**src/rtl/arbn_pkg.sv**
```systemverilog
package arbn_pkg;

  // Node states: idle, request pending (may be waiting for a win or for busy), owner
  typedef enum logic [1:0] {
    ST_IDLE = 2'd0,
    ST_PEND = 2'd1,
    ST_OWN  = 2'd2
  } arbn_state_e;

endpackage

```
**src/rtl/arbn_settle.sv**
```systemverilog
// Qualifies the chain input: a win needs chain_i high for SETTLE_CYCLES
// consecutive edges while a request is pending.
module arbn_settle #(
  parameter int SETTLE_CYCLES = 2
) (
  input  logic clk,
  input  logic rst,
  input  logic pending,
  input  logic chain_i,
  output logic won
);

  generate
    if (SETTLE_CYCLES == 0) begin : g_direct
      assign won = chain_i;
    end else begin : g_count
      localparam int CW = $clog2(SETTLE_CYCLES + 1);
      localparam logic [CW-1:0] LIMIT = CW'(SETTLE_CYCLES);
      logic [CW-1:0] cnt_q;

      always_ff @(posedge clk) begin
        if (rst || !pending || !chain_i) begin
          cnt_q <= '0;
        end else if (cnt_q != LIMIT) begin
          cnt_q <= cnt_q + 1'b1;
        end
      end

      assign won = chain_i && (cnt_q == LIMIT);
    end
  endgenerate

endmodule

```
**src/rtl/arbn_fsm.sv**
```systemverilog
// Ownership state machine with registered line-drive and grant outputs.
module arbn_fsm
  import arbn_pkg::*;
(
  input  logic        clk,
  input  logic        rst,
  input  logic        req_i,
  input  logic        won,
  input  logic        busy_n_i,
  output arbn_state_e state,
  output logic        breq_pull,
  output logic        busy_pull,
  output logic        grant
);

  arbn_state_e state_q, state_d;

  always_comb begin
    state_d = state_q;
    unique case (state_q)
      ST_IDLE: if (req_i) state_d = ST_PEND;
      ST_PEND: begin
        if (!req_i)                state_d = ST_IDLE;
        else if (won && busy_n_i)  state_d = ST_OWN;
      end
      ST_OWN:  if (!req_i) state_d = ST_IDLE;
      default: state_d = ST_IDLE;
    endcase
  end

  always_ff @(posedge clk) begin
    if (rst) begin
      state_q   <= ST_IDLE;
      breq_pull <= 1'b0;
      busy_pull <= 1'b0;
      grant     <= 1'b0;
    end else begin
      state_q   <= state_d;
      breq_pull <= (state_d != ST_IDLE);
      busy_pull <= (state_d == ST_OWN);
      grant     <= (state_d == ST_OWN);
    end
  end

  assign state = state_q;

endmodule

```
**src/rtl/arbn_node.sv**
```systemverilog
// One arbitration node of a distributed daisy-chain scheme.
module arbn_node
  import arbn_pkg::*;
#(
  parameter int SETTLE_CYCLES = 2
) (
  input  logic clk,
  input  logic rst,
  input  logic req_i,
  input  logic chain_i,
  output logic chain_o,
  input  logic busy_n_i,
  output logic breq_pull_o,
  output logic busy_pull_o,
  output logic grant_o
);

  arbn_state_e state;
  logic        won;
  logic        breq_pull, busy_pull, grant;

  arbn_settle #(.SETTLE_CYCLES(SETTLE_CYCLES)) u_settle (
    .clk     (clk),
    .rst     (rst),
    .pending (state == ST_PEND),
    .chain_i (chain_i),
    .won     (won)
  );

  arbn_fsm u_fsm (
    .clk       (clk),
    .rst       (rst),
    .req_i     (req_i),
    .won       (won),
    .busy_n_i  (busy_n_i),
    .state     (state),
    .breq_pull (breq_pull),
    .busy_pull (busy_pull),
    .grant     (grant)
  );

  // A pending or owning node blocks everything downstream
  assign chain_o     = chain_i & ~breq_pull;
  assign breq_pull_o = breq_pull;
  assign busy_pull_o = busy_pull;
  assign grant_o     = grant;

endmodule

```
**config.mk**
```make
export PLATFORM = sky130hd
export DESIGN_NAME = arbn_node
export DESIGN_NICKNAME = d
export VERILOG_FILES = /design/src/rtl/arbn_pkg.sv /design/src/rtl/arbn_settle.sv /design/src/rtl/arbn_fsm.sv /design/src/rtl/arbn_node.sv
export SDC_FILE = /design/constraint.sdc
export NUM_CORES = 1
export LEC_CHECK = 0
export BUFFER_PORTS_ARGS = -buffer_cell sky130_fd_sc_hd__buf_2
export CORE_AREA = 3 3 40 42
export CTS_CLUSTER_DIAMETER = 40
export DETAILED_ROUTE_END_ITERATION = 8
export DIE_AREA = 0 0 43 45
export GPL_TIMING_DRIVEN = 0
export SKIP_CTS_REPAIR_TIMING = 1
export SLEW_MARGIN = 25
export SYNTH_ARGS = -nofsm -noshare
export SYNTH_HDL_FRONTEND = slang
export SYNTH_SLANG_ARGS = --single-unit
```
**constraint.sdc**
```tcl
create_clock -name clk -period 1.3 [get_ports clk]
set_clock_uncertainty 0.2 [all_clocks]
set_input_delay 0.195 -clock clk [delete_from_list [all_inputs] [get_ports clk]]
set_output_delay 0.195 -clock clk [all_outputs]
set_load 0.01 [all_outputs]
```
=== Yosys cells after proc, flatten, opt, wreduce, memory -nomap -nowiden ===
Index checks and enable logic that the tools add are counted.

* Register bits: 6
* Output and inout bits: 4

* Equality and inequality tests: 5
* Mux-type cells: 5
* Reduce and logical (&&, ||, !) cells: 8
* $add $sub $neg: 1
* Bitwise gates (word level): 2

{| class="wikitable"
|+ Operators by type and width
! operator !! count
|-
| two-way mux 2 bit || 4
|-
| equality test 2 bit, second input constant || 3
|-
| case mux 2 bit (3 select lines) || 1
|-
| adder 2 x 1 -> 2 bit, second input constant || 1
|-
| equality test 2 x 1 -> 1 bit, second input constant || 1
|-
| logical AND 1 bit || 2
|-
| zero test 1 bit || 2
|-
| zero test 2 bit || 1
|-
| logical OR 1 bit || 2
|-
| != test 2 bit, second input constant || 1
|-
| nonzero test 2 bit || 1
|-
| AND 1 bit || 1
|-
| NOT 1 bit || 1
|}

=== Longest topological paths before layout ===
* Depth after elaboration: 7
* Mapped depth: 4
* Mapped depth without buffers: 4

=== By module ===
Synthesis repeated with hierarchy kept, for this count alone.

* Cell total of the unflattened synthesis: 25
* Area, all modules: 276.5 um^2

{| class="wikitable"
|+ By module, submodules not included
! module !! cells each !! area each (um^2) !! sequential area each (um^2) !! instances
|-
| arbn_fsm || 12 || 146.4 || 80.1 || 1
|-
| arbn_settle || 11 || 102.6 || 40.0 || 1
|-
| arbn_node || 2 || 27.5 || 0.0 || 1
|}

=== Worst setup path before layout ===
OpenSTA, ideal clock, no wires.

* Path type: register to register
* From: reg u_settle.g_count.cnt_q[0]
* To: reg u_settle.g_count.cnt_q[1]
* Arrival: 1,018 ps
* Cell stages (with the launch flop): 5
* Path buffers: 0
* Period minus slack after synthesis: 1,297 ps
* Setup slack: 3 ps
* Cells stage by stage: dfxtp_1 > inv_1 > ha_1 > or2_0 > a211oi_2

* Cells in the longest elaborated chain, start to end: 1
* Elaborated cells on any way between the ends: 2
* Classes of those cells: 1 x add/sub; 1 x eq/ne

{| class="wikitable"
|+ RTL lines
! element !! line !! RTL
|-
| start: declaration || arbn_settle.sv:19 || <nowiki>logic [CW-1:0] cnt_q;</nowiki>
|-
| start signal: assignment || arbn_settle.sv:25 || <nowiki>cnt_q <= cnt_q + 1'b1;</nowiki>
|-
| adder 2 x 1 -> 2 bit or != test 2 bit (tied branches) || arbn_settle.sv:25, arbn_settle.sv:24 ||
|}

Parallel ways exist; a longest one is shown, timed or not.
A chain may end at the register's enable or synchronous reset.

=== Worst setup path after layout ===
Same ends and word-level chain as after synthesis.

==> results_dict.tcl <==
set metrics [dict create \
    root_buffer "clkbuf_4" \
    tightest_slew_ns 0.209 \
    hold_violations 0 \
    worst-setup-path-type "reg2reg" \
    routed_wl_um 540 \
    cts_htree_levels 1 \
    die_w_um 43 \
    design.core.area_um2 1280 \
    routed_via_density 4.33 \
    drive_above_1_share_pct 51.4 \
    fin_area_um2 370 \
    rows 13 \
    synth_cell_type_count 16 \
    power.density_nw_per_um2 1070 \
    mappedNetlistArea_um2 258 \
    period_minus_slack_ns 1.27 \
    nNetsFinal 45 \
    drt-pass1-iter-count 1 \
    cp_top_family "flip-flops" \
    max-cap-violations 0 \
    io_buffers 8 \
    yosysWarnings 0 \
    worstSetupEndpointType "flop" \
    grt_pass1_wl_um 848 \
    fin_tns_setup_ns 0 \
    num_vias 225 \
    cts_tree "built" \
    postSynthNetCount 30 \
    die_y_um 45 \
    crit_fanout 2 \
    antenna_cells 0 \
    cp_cell_sequence "inv_2 -> ha_4 -> or2_0 -> a211oi_2" \
    synth_top_area_share_pct 46.6 \
    max-vdd-ir-drop_mv 0.514 \
    cts_made_buffers 3 \
    period_share_pct 97.5 \
    drv_slew 0 \
    startpoint_type "flop" \
    whs_ns 0.0300 \
    gp_congestion 0.633 \
    clkSinkCount 6 \
    dieArea_um2 1940 \
    synthCells 24 \
    n_fill_cell 139 \
    setup_viol 0 \
    hpwl_um 365 \
    drc 0 \
    fmax_mhz 789 \
    status "complete, no violations" \
    grtUsageTotal_pct 6.34 \
    cp.arrival_ns 1.23 \
    post-place-ws_ns -0.0655 \
    crit_required_ns 1.27 \
    fin_ws_ns 0.0320 \
    ys_ff_latch 6 \
    slowest_delay_ns 0.32 \
    seq_area_frac_synth_pct 46.6 \
    antenna_found_initial 0 \
    clockBufferDepth 2 \
    slew_headroom_pct 86.0 \
    drt-initial-drc-count 0 \
    grt_overflow 0 \
    wl_per_cell_um 10.4 \
    clkTransAtPathRegs_ns 0.05 \
    grt_max_degree 6 \
    netlist_top_cells_area "dfxtp_1, o32ai_1, nand2b_4, a211oi_2, ha_1" \
    dpl_cell_area_um2 317 \
    avgSynthCellArea_um2 10.7 \
    postRouteAntennaNets 0 \
    pin_count 9 \
    synthToLayoutAreaGrowth_pct 43.7 \
    grt_pass1_vias 217 \
    clk_latency_ns 0.24 \
    crit_slowest_cell "dfxtp_2" \
    hp-class "in2reg" \
    synth_largest_area_cell "dfxtp_1" \
    power.leakage_nw 0.156 \
    initial_utilization_pct 20.1 \
    cp.buffers_inverters 1 \
]
## synth_stat cells
library cell / number
dfxtp_1: 6
inv_1: 2
nor3_1: 2
o32ai_1: 2
a211oi_2: 1
a21oi_1: 1
and4_2: 1
buf_4: 1
ha_1: 1
nand2_1: 1
nand2b_4: 1
nand3b_1: 1
nand4b_1: 1
nor2b_1: 1
or2_0: 1
xor2_1: 1
## routing by layer
| metal | vias to the layer above | GRT usage, % | routed length [um] |
|---|---|---|---|
| li1 | 113 | - | - |
| met1 | 101 | 6.55 | 210 |
| met2 | 11 | 8.98 | 264 |
| met3 | 0 | 6.37 | 64 |
| met4 | 0 | 1.81 | 0 |
| met5 | - | 0 | 0 |
## metrics by stage
step / power, mW / std cells / utilization, %
6_report: 0.398 / 52 / 28.8
5_1_grt: 0.419 / 52 / 28.8
4_1_cts: 0.400 / 50 / 26.4
3_5_place_dp: 0.223 / 47 / 24.6
3_3_place_gp: 0.223 / 47 / 24.6
2_1_floorplan: 0.208 / 24 / -
## worst paths after layout
check | from | endpoint | slack (ns) | depth (start not counted)
hold reg to reg | u_fsm.state[1] | u_fsm.state[0] | 0.27 | 1
setup / recovery | u_settle.g_count.cnt_q[0] | u_settle.g_count.cnt_q[1] | 0.03 | 4
hold / removal | req_i | u_fsm.state[0] | 0.03 | 3
setup reg to reg | u_settle.g_count.cnt_q[0] | u_settle.g_count.cnt_q[1] | 0.03 | 4
## state kept, by name, indices dropped and copies added, names as in the netlist
name and cells:
u_fsm.state 2, u_fsm.busy_pull 1, u_fsm.breq_pull 1, u_settle.g_count.cnt_q 2
## cell usage in the layout, fill, tap and decap left out
cell / Yosys / routed
or2_0: 1 / 1
xor2_1: 1 / 1
dlygate4sd3_1: 0 / 1
inv_2: 0 / 1
buf_2: 0 / 8
nand3b_1: 1 / 1
nor2b_1: 1 / 1
nand4b_1: 1 / 1
nand2b_4: 1 / 1
nor3_1: 2 / 2
ha_4: 0 / 1
nand2_1: 1 / 1
dfxtp_2: 0 / 1
clkbuf_4: 0 / 3
a21oi_1: 1 / 1
a211oi_2: 1 / 1
buf_4: 1 / 2
and4_2: 1 / 1
inv_1: 2 / 1
o32ai_1: 2 / 2
dfxtp_1: 6 / 5
## layout make-up
cell class,count,area (um^2),area share (%)
Sequential cell,6,121,32.8
Clock buffer,3,22.5,6.08
Inverter,2,7.51,2.03
Timing Repair Buffer,10,57.6,15.5
Tap cell,15,18.8,5.07
Buffer,1,7.51,2.03
Multi-Input combinational cell,15,135,36.5
## tightest hold or removal path, stage by stage
cell	delay (ns)
buf_2	0.12
nand2b_4	0.08
nor3_1	0.04
## report_power, final
group          internal [mW]  switching [mW]  leakage (nW)
Clock                  0.105          0.0685        0.0138
Sequential             0.189         0.00323        0.0494
Combinational         0.0168          0.0155        0.0929
## cells by family after synthesis
group	after synthesis	synth area share, %
AOI/OAI and AO/OA	4	13.6
buffers and inverters	3	5.83
adders and majority gates	1	4.85
xor gates and xnor gates	1	3.40
and+or+nand+nor	9	25.7
DFF	6	46.6
Note: power is estimated with default switching activity, not from simulation.
